==> src/rtl/flashwr_pkg.sv <==
package flashwr_pkg;

    typedef enum logic [3:0] {
        ST_READ,
        ST_UNL1,
        ST_UNL2,
        ST_PGM_ARM,
        ST_ERS1,
        ST_ERS2,
        ST_ERS3,
        ST_PGM_RUN,
        ST_ERS_RUN,
        ST_TIMEOUT
    } fw_state_e;

    localparam logic [7:0] KEY_FIRST  = 8'hAA;
    localparam logic [7:0] KEY_SECOND = 8'h55;
    localparam logic [7:0] OP_PROGRAM = 8'hA0;
    localparam logic [7:0] OP_ERASE   = 8'h80;
    localparam logic [7:0] OP_CHIP    = 8'h10;
    localparam logic [7:0] OP_RESET   = 8'hF0;

    localparam int FLAG_POLL = 7;
    localparam int FLAG_TGL  = 6;
    localparam int FLAG_TMO  = 5;

endpackage

==> src/rtl/flashwr_timer.sv <==
module flashwr_timer #(
    parameter int CNT_W = 5
) (
    input  logic             clk,
    input  logic             rst_n,
    input  logic             start,
    input  logic [CNT_W-1:0] load,
    output logic             zero
);

    logic [CNT_W-1:0] cnt_q;

    always_ff @(posedge clk or negedge rst_n) begin
        if (!rst_n) begin
            cnt_q <= '0;
        end else if (start) begin
            cnt_q <= load;
        end else if (cnt_q != '0) begin
            cnt_q <= cnt_q - 1'b1;
        end
    end

    assign zero = (cnt_q == '0);

endmodule

==> src/rtl/flashwr_store.sv <==
module flashwr_store #(
    parameter int DATA_W = 16,
    parameter int WORDS  = 16,
    parameter int IDX_W  = 4
) (
    input  logic              clk,
    input  logic              rst_n,
    input  logic [IDX_W-1:0]  look_idx,
    output logic [DATA_W-1:0] look_word,
    input  logic [IDX_W-1:0]  rd_idx,
    output logic [DATA_W-1:0] rd_word,
    input  logic              pgm_we,
    input  logic [IDX_W-1:0]  pgm_idx,
    input  logic [DATA_W-1:0] pgm_data,
    input  logic              ers_all
);

    logic [DATA_W-1:0] mem [WORDS];

    always_ff @(posedge clk or negedge rst_n) begin
        if (!rst_n) begin
            for (int w = 0; w < WORDS; w++) mem[w] <= '1;
        end else if (ers_all) begin
            for (int w = 0; w < WORDS; w++) mem[w] <= '1;
        end else if (pgm_we) begin
            mem[pgm_idx] <= mem[pgm_idx] & pgm_data;
        end
    end

    assign look_word = mem[look_idx];
    assign rd_word   = mem[rd_idx];

    // a program commit never sets a bit that was clear
    p_clear_only_r4: assert property (@(posedge clk) disable iff (!rst_n)
        pgm_we && !ers_all |=> ((mem[$past(pgm_idx)] & ~$past(mem[pgm_idx])) == '0))
        else $error("program set a cleared bit");

endmodule

==> src/rtl/flashwr_status.sv <==
module flashwr_status import flashwr_pkg::*; #(
    parameter int DATA_W = 16
) (
    input  logic              clk,
    input  logic              rst_n,
    input  logic              start,
    input  logic              busy,
    input  logic              tmo,
    input  logic              rd,
    input  logic              poll_bit,
    output logic [DATA_W-1:0] status_word
);

    logic toggle_q;

    always_ff @(posedge clk or negedge rst_n) begin
        if (!rst_n) begin
            toggle_q <= 1'b0;
        end else if (start) begin
            toggle_q <= 1'b0;
        end else if (rd && busy) begin
            toggle_q <= ~toggle_q;
        end
    end

    always_comb begin
        status_word            = '0;
        status_word[FLAG_POLL] = poll_bit;
        status_word[FLAG_TGL]  = toggle_q;
        status_word[FLAG_TMO]  = tmo;
    end

    // each status read during a running operation inverts the toggle
    p_toggle_flip_r6: assert property (@(posedge clk) disable iff (!rst_n)
        busy && rd && !start |=> toggle_q != $past(toggle_q))
        else $error("toggle did not flip");

    // toggle frozen while the timeout is shown
    p_toggle_frozen_r7: assert property (@(posedge clk) disable iff (!rst_n)
        tmo |=> (!tmo || $stable(toggle_q)))
        else $error("toggle moved in timeout");

endmodule

==> src/rtl/flashwr_cmd_fsm.sv <==
module flashwr_cmd_fsm import flashwr_pkg::*; #(
    parameter int                ADDR_W   = 12,
    parameter int                DATA_W   = 16,
    parameter int                IDX_W    = 4,
    parameter logic [ADDR_W-1:0] UNLOCK_A = 12'hAAA,
    parameter logic [ADDR_W-1:0] UNLOCK_B = 12'h554
) (
    input  logic              clk,
    input  logic              rst_n,
    input  logic              wr,
    input  logic [ADDR_W-1:0] addr,
    input  logic [DATA_W-1:0] wdata,
    input  logic [DATA_W-1:0] look_word,
    input  logic              tmr_zero,
    output fw_state_e         st,
    output logic              pgm_start,
    output logic              ers_start,
    output logic              pgm_commit,
    output logic              ers_commit,
    output logic              busy,
    output logic              tmo,
    output logic [IDX_W-1:0]  tgt_idx,
    output logic [DATA_W-1:0] tgt_data
);

    fw_state_e st_nxt;
    logic      fail_q;
    logic [7:0] op;

    assign op = wdata[7:0];

    function automatic logic hit(input logic [ADDR_W-1:0] a, input logic [7:0] k,
                                 input logic [ADDR_W-1:0] ca, input logic [7:0] ck);
        return (a == ca) && (k == ck);
    endfunction

    // state register
    always_ff @(posedge clk or negedge rst_n) begin
        if (!rst_n) st <= ST_READ;
        else        st <= st_nxt;
    end

    // next state
    always_comb begin
        st_nxt = st;
        unique case (st)
            ST_READ:    if (wr && hit(addr, op, UNLOCK_A, KEY_FIRST)) st_nxt = ST_UNL1;
            ST_UNL1:    if (wr) st_nxt = hit(addr, op, UNLOCK_B, KEY_SECOND) ? ST_UNL2 : ST_READ;
            ST_UNL2: begin
                if (wr) begin
                    if (hit(addr, op, UNLOCK_A, OP_PROGRAM))    st_nxt = ST_PGM_ARM;
                    else if (hit(addr, op, UNLOCK_A, OP_ERASE)) st_nxt = ST_ERS1;
                    else                                         st_nxt = ST_READ;
                end
            end
            ST_PGM_ARM: if (wr) st_nxt = addr[0] ? ST_READ : ST_PGM_RUN;
            ST_ERS1:    if (wr) st_nxt = hit(addr, op, UNLOCK_A, KEY_FIRST) ? ST_ERS2 : ST_READ;
            ST_ERS2:    if (wr) st_nxt = hit(addr, op, UNLOCK_B, KEY_SECOND) ? ST_ERS3 : ST_READ;
            ST_ERS3:    if (wr) st_nxt = hit(addr, op, UNLOCK_A, OP_CHIP) ? ST_ERS_RUN : ST_READ;
            ST_PGM_RUN: if (tmr_zero) st_nxt = fail_q ? ST_TIMEOUT : ST_READ;
            ST_ERS_RUN: if (tmr_zero) st_nxt = ST_READ;
            ST_TIMEOUT: if (wr && op == OP_RESET) st_nxt = ST_READ;
            default:    st_nxt = ST_READ;
        endcase
    end

    // outputs
    always_comb begin
        pgm_start  = (st == ST_PGM_ARM) && wr && !addr[0];
        ers_start  = (st == ST_ERS3) && wr && hit(addr, op, UNLOCK_A, OP_CHIP);
        pgm_commit = (st == ST_PGM_RUN) && tmr_zero;
        ers_commit = (st == ST_ERS_RUN) && tmr_zero;
        busy       = (st == ST_PGM_RUN) || (st == ST_ERS_RUN);
        tmo        = (st == ST_TIMEOUT);
    end

    // target capture
    always_ff @(posedge clk or negedge rst_n) begin
        if (!rst_n) begin
            tgt_idx  <= '0;
            tgt_data <= '0;
            fail_q   <= 1'b0;
        end else if (pgm_start) begin
            tgt_idx  <= addr[IDX_W:1];
            tgt_data <= wdata;
            fail_q   <= |(~look_word & wdata);
        end else if (ers_start) begin
            tgt_data <= '1;
            fail_q   <= 1'b0;
        end
    end

    // a running program stays running until its timer ends, whatever is written
    p_hold_run_r5: assert property (@(posedge clk) disable iff (!rst_n)
        (st == ST_PGM_RUN) && !tmr_zero |=> st == ST_PGM_RUN)
        else $error("program left early");

    // an odd target drops back to read mode
    p_odd_drop_r3: assert property (@(posedge clk) disable iff (!rst_n)
        (st == ST_PGM_ARM) && wr && addr[0] |=> st == ST_READ)
        else $error("odd target started a program");

    // timeout can only follow a program run
    p_tmo_entry_r7: assert property (@(posedge clk) disable iff (!rst_n)
        (st == ST_TIMEOUT) && ($past(st) != ST_TIMEOUT) |-> $past(st) == ST_PGM_RUN)
        else $error("timeout entered from wrong state");

    // only the reset byte leaves the timeout state
    p_tmo_exit_r8: assert property (@(posedge clk) disable iff (!rst_n)
        (st == ST_TIMEOUT) && !(wr && op == OP_RESET) |=> st == ST_TIMEOUT)
        else $error("timeout left without reset");

endmodule

==> src/rtl/flashwr_engine.sv <==
module flashwr_engine import flashwr_pkg::*; #(
    parameter int                ADDR_W       = 12,
    parameter int                DATA_W       = 16,
    parameter int                WORDS        = 16,
    parameter int                PROG_CYCLES  = 12,
    parameter int                ERASE_CYCLES = 20,
    parameter logic [ADDR_W-1:0] UNLOCK_A     = 12'hAAA,
    parameter logic [ADDR_W-1:0] UNLOCK_B     = 12'h554
) (
    input  logic              clk,
    input  logic              rst_n,
    input  logic [ADDR_W-1:0] bus_addr,
    input  logic              bus_wr,
    input  logic [DATA_W-1:0] bus_wdata,
    input  logic              bus_rd,
    output logic [DATA_W-1:0] bus_rdata
);

    localparam int IDX_W  = $clog2(WORDS);
    localparam int MAXCYC = (PROG_CYCLES > ERASE_CYCLES) ? PROG_CYCLES : ERASE_CYCLES;
    localparam int CNT_W  = $clog2(MAXCYC + 1);

    fw_state_e         st;
    logic              pgm_start, ers_start, pgm_commit, ers_commit, busy, tmo, tmr_zero;
    logic [IDX_W-1:0]  tgt_idx;
    logic [DATA_W-1:0] tgt_data, look_word, rd_word, status_word;
    logic [CNT_W-1:0]  tmr_load;

    assign tmr_load = pgm_start ? CNT_W'(PROG_CYCLES - 1) : CNT_W'(ERASE_CYCLES - 1);

    flashwr_cmd_fsm #(
        .ADDR_W(ADDR_W), .DATA_W(DATA_W), .IDX_W(IDX_W),
        .UNLOCK_A(UNLOCK_A), .UNLOCK_B(UNLOCK_B)
    ) u_fsm (
        .clk(clk), .rst_n(rst_n), .wr(bus_wr), .addr(bus_addr), .wdata(bus_wdata),
        .look_word(look_word), .tmr_zero(tmr_zero), .st(st),
        .pgm_start(pgm_start), .ers_start(ers_start),
        .pgm_commit(pgm_commit), .ers_commit(ers_commit),
        .busy(busy), .tmo(tmo), .tgt_idx(tgt_idx), .tgt_data(tgt_data)
    );

    flashwr_timer #(.CNT_W(CNT_W)) u_tmr (
        .clk(clk), .rst_n(rst_n), .start(pgm_start | ers_start),
        .load(tmr_load), .zero(tmr_zero)
    );

    flashwr_store #(.DATA_W(DATA_W), .WORDS(WORDS), .IDX_W(IDX_W)) u_store (
        .clk(clk), .rst_n(rst_n),
        .look_idx(bus_addr[IDX_W:1]), .look_word(look_word),
        .rd_idx(bus_addr[IDX_W:1]), .rd_word(rd_word),
        .pgm_we(pgm_commit), .pgm_idx(tgt_idx), .pgm_data(tgt_data),
        .ers_all(ers_commit)
    );

    flashwr_status #(.DATA_W(DATA_W)) u_stat (
        .clk(clk), .rst_n(rst_n), .start(pgm_start | ers_start),
        .busy(busy), .tmo(tmo), .rd(bus_rd), .poll_bit(~tgt_data[7]),
        .status_word(status_word)
    );

    always_ff @(posedge clk or negedge rst_n) begin
        if (!rst_n)      bus_rdata <= '0;
        else if (bus_rd) bus_rdata <= (busy || tmo) ? status_word : rd_word;
    end

    // read data only changes on a sampled read
    p_rdata_hold_r11: assert property (@(posedge clk) disable iff (!rst_n)
        !bus_rd |=> $stable(bus_rdata))
        else $error("read data moved without a read");

    // a busy read never reports timeout
    p_busy_no_tmo_r6: assert property (@(posedge clk) disable iff (!rst_n)
        bus_rd && busy |=> bus_rdata[FLAG_TMO] == 1'b0)
        else $error("timeout flag while busy");

endmodule

==> config.mk <==
export PLATFORM = sky130hd
export DESIGN_NAME = flashwr_engine
export DESIGN_NICKNAME = d
export VERILOG_FILES = /design/src/rtl/flashwr_pkg.sv /design/src/rtl/flashwr_timer.sv /design/src/rtl/flashwr_store.sv /design/src/rtl/flashwr_status.sv /design/src/rtl/flashwr_cmd_fsm.sv /design/src/rtl/flashwr_engine.sv
export SDC_FILE = /design/constraint.sdc
export NUM_CORES = 1
export LEC_CHECK = 0
export BUFFER_PORTS_ARGS = -buffer_cell sky130_fd_sc_hd__buf_2
export CORE_AREA = 2 2 230 232
export DETAILED_ROUTE_END_ITERATION = 8
export DIE_AREA = 0 0 232 234
export HOLD_SLACK_MARGIN = 0.08
export SLEW_MARGIN = 20
export SYNTH_ARGS = -nofsm -noshare
export SYNTH_HDL_FRONTEND = slang
export SYNTH_SLANG_ARGS = --single-unit
==> constraint.sdc <==
create_clock -name clk -period 3.4 [get_ports clk]
set_input_delay 1.02 -clock clk [delete_from_list [all_inputs] [get_ports clk]]
set_output_delay 1.02 -clock clk [all_outputs]
set_load 0.03 [all_outputs]
==> reports/results.ini <==
[outcome]
status = completed

[routing]
wirelength_mm = 62.9
drt_iter0_drc = 1375
drc_errors = 0
drt.antenna.violating_nets = 0
wl_per_cell_microns = 28.3
via_per_inst = 6.42
drt-pass1-iter-count = 5
vias = 14300

[worst_setup_path]
r2r_cells = 9
end_kind = register
crit_path_start_kind = register
cp-startpoint = u_fsm.st[2]$_DFFE_PN0P_
worstPathArrival_ns = 3.31
cp-endpoint = u_store.mem[227]$_DFFE_PN1P_
worstReg2RegStart = u_fsm.st[2]$_DFFE_PN0P_
crit_type = register to register
cp_max_fo = 33
critPathRequiredTime_ns = 3.84
rrSetupSlack_ns = 0.53
reg2reg_to = u_store.mem[227]$_DFFE_PN1P_

[cts]
cts_tree = yes
htreeDepth = 2
insertion_delay_ns = 0.55
cts_buffers = 36
clkSinkCount = 303
clkTransAtPathRegs_ns = 0.06
cts_setup_buffers = 0
root_buffer = clkbuf_16
cts-resized-gates = 0
clock_path_buffers = 3
ctsHoldBuffers = 0

[finish]
syn2layout_area_growth_pct = 14.2
diodes = 0
fillers = 4896
nNetsFinal = 1543
regArea_sq_um = 7910
multi_input_area_sq_um = 9070
instances_no_fill = 2221
drive_gt1_frac = 0.427

[floorplan]
die-area_sq_um = 54300
die_width_microns = 232
io_pins = 48
die_y_microns = 234
start_util = 0.344
core_sq_um = 52000
rows = 84

[timing]
worstMarginPinSlew_ns = 0.950
drv_slew = 0
hold_slack_ns = 0.512
relSlewSlack = 0.366
hold_viol = 0
finalClockSkew_ns = 0.0266
finalCritPeriodShare = 0.845
rsz0062_at_grt = false
fin_tns_setup_ns = 0
post-route-min-period_ns = 2.87
fmax_ghz = 0.348
setup_viol_count_final = 0

[placed_design]
gp_congestion = 0.955
port_buffers = 47
dpl.hpwl_mm = 40.4
post-place-cells = 2159

[grt]
grt_max_degree = 147
grt_pass1_wl_mm = 95.6
track_usage = 0.235
antenna_found_initial = 1
grt.overflow.total = 0
grt_pass1_vias = 14300

[synth]
syn_nets = 1532
synth-main-ff-cell = dfstp_2
avgSynthCellArea_sq_um = 11.9
yosys_warnings = 0
synthCells = 1498
synth_cell_types = 61
ys_async_sr_fraction = 1.00
synth.ff_latch_count = 303
synth_edf_count = 0
netlist_area_sq_um = 17900
yosysSeqAreaShare = 0.442

[power_and_ir_drop]
leakagePower_nw = 7.12
p_per_area_nw_per_um2 = 774
fin_total_pwr_w = 0.0158
vdd_drop_max_mv = 0.319

[run]
drv_cap = 0

[worst_hold_path]
hold_path.class = register to register
holdPathStages = 2

==> through the flow <==
| step | utilization | instance area [sq um] | setup WS [ns] |
|---|---|---|---|
| after floorplan | - | 17900 | 0.592 |
| after global placement | 0.370 | 19300 | 0.254 |
| after detailed placement | 0.370 | 19300 | 0.192 |
| after CTS | 0.393 | 20400 | 0.523 |
| after global routing | 0.393 | 20400 | 0.383 |
| final | 0.393 | 20400 | 0.528 |
==> critical path, stage by stage (launching register included) <==
cell and delay [ns]:
dfrtp_1 0.49, nand2b_1 0.16, or3_1 0.23, buf_4 0.43
inv_1 0.14, nand2_4 0.12, buf_4 0.36, and2_0 0.32
buf_4 0.38, a21oi_1 0.13
==> routing by layer <==
layer  vias to the layer above  track usage  part of all wire
met2                       783        0.367              0.45
met4                         2        0.114             0.050
met1                      7463        0.309              0.40
met3                       169       0.0533             0.095
li1                       5848            -                 -
met5                         -            0           0.00021
==> worst min path at each step <==
stage | startpoint | end
floorplan | u_store.mem[224]$_DFFE_PN1P_ | u_store.mem[224]$_DFFE_PN1P_
global placement | u_store.mem[233]$_DFFE_PN1P_ | u_store.mem[233]$_DFFE_PN1P_
detailed placement | u_store.mem[228]$_DFFE_PN1P_ | u_store.mem[228]$_DFFE_PN1P_
CTS | u_store.mem[237]$_DFFE_PN1P_ | u_store.mem[237]$_DFFE_PN1P_
global route | u_store.mem[227]$_DFFE_PN1P_ | u_store.mem[227]$_DFFE_PN1P_
finish | u_store.mem[237]$_DFFE_PN1P_ | u_store.mem[237]$_DFFE_PN1P_
==> layout make-up <==
cell class	instances	area share
multi-input combinational	994	0.444
sequential	303	0.387
clock inverter	11	0.00673
timing repair buffer	144	0.0644
tap	688	0.0421
inverter	30	0.00551
clock buffer	51	0.0503
==> sequential cells by signal, summed over array words and instances, names as in the netlist <==
signal           flops
u_tmr.cnt_q          5
u_stat.toggle_q      1
u_fsm.tgt_data      16
u_fsm.fail_q         1
u_fsm.tgt_idx        4
bus_rdata           16
u_store.mem        256
u_fsm.st             4
==> cell usage after synthesis (3+ instances only) <==
master | instances | area share
nor3_1 | 17 | 0.0048
and3_1 | 4 | 0.0014
mux2_2 | 26 | 0.016
nor2_1 | 54 | 0.011
nor4bb_1 | 4 | 0.0022
and2_1 | 5 | 0.0017
a21oi_2 | 11 | 0.0054
clkbuf_1 | 70 | 0.015
a21oi_1 | 50 | 0.014
buf_2 | 63 | 0.018
nor4_1 | 3 | 0.0010
o211ai_1 | 226 | 0.095
or3_1 | 4 | 0.0014
a221oi_1 | 6 | 0.0029
inv_1 | 30 | 0.0063
dfstp_2 | 256 | 0.38
a211oi_1 | 3 | 0.0013
nor2b_1 | 10 | 0.0035
mux2i_1 | 29 | 0.016
o221ai_1 | 3 | 0.0015
o22ai_1 | 14 | 0.0049
nand2_2 | 17 | 0.0059
o21ai_1 | 13 | 0.0036
a2bb2oi_1 | 3 | 0.0015
nand3_1 | 13 | 0.0036
nand2b_1 | 3 | 0.0010
mux4_2 | 134 | 0.17
nand4_1 | 5 | 0.0017
o21ai_0 | 23 | 0.0064
o21a_1 | 225 | 0.094
dfrtp_1 | 47 | 0.066
buf_6 | 13 | 0.0082
buf_4 | 21 | 0.0088
nand2_1 | 49 | 0.010
a22oi_1 | 10 | 0.0042
==> layout by cell type, fill, tap and decap left out, types with 6 or more instances in the layout <==
master       n
a21oi_1     46
a21oi_4     11
a221oi_1     6
a22oi_1     10
buf_12      27
buf_2       44
buf_4       72
clkbuf_1     9
clkbuf_16   37
clkinv_2     6
dfrtp_1     45
dfstp_2    256
inv_1       30
mux2_2      26
mux2i_1     29
mux4_2     134
nand2_1     48
nand2_2     17
nand3_1     13
nor2_1      54
nor2b_1     10
nor3_1      17
o211ai_1   226
o21a_1     225
o21ai_0     23
o21ai_1     13
o22ai_1     14
==> report_power, final <==
group	internal (W)	switching [W]
Clock	0.00233	0.00159
Combinational	0.00252	0.00187
Sequential	0.00614	0.00137
==> cell families after synthesis <==
kind of cell | Yosys count | synth area share
fa+ha+maj | 2 | 0.00140
mux | 189 | 0.201
simple gates | 198 | 0.0547
buf+inv | 201 | 0.0574
flops | 303 | 0.442
xor+xnor | 3 | 0.00147
compound gates | 602 | 0.242
(Power assumes the default switching activity.)
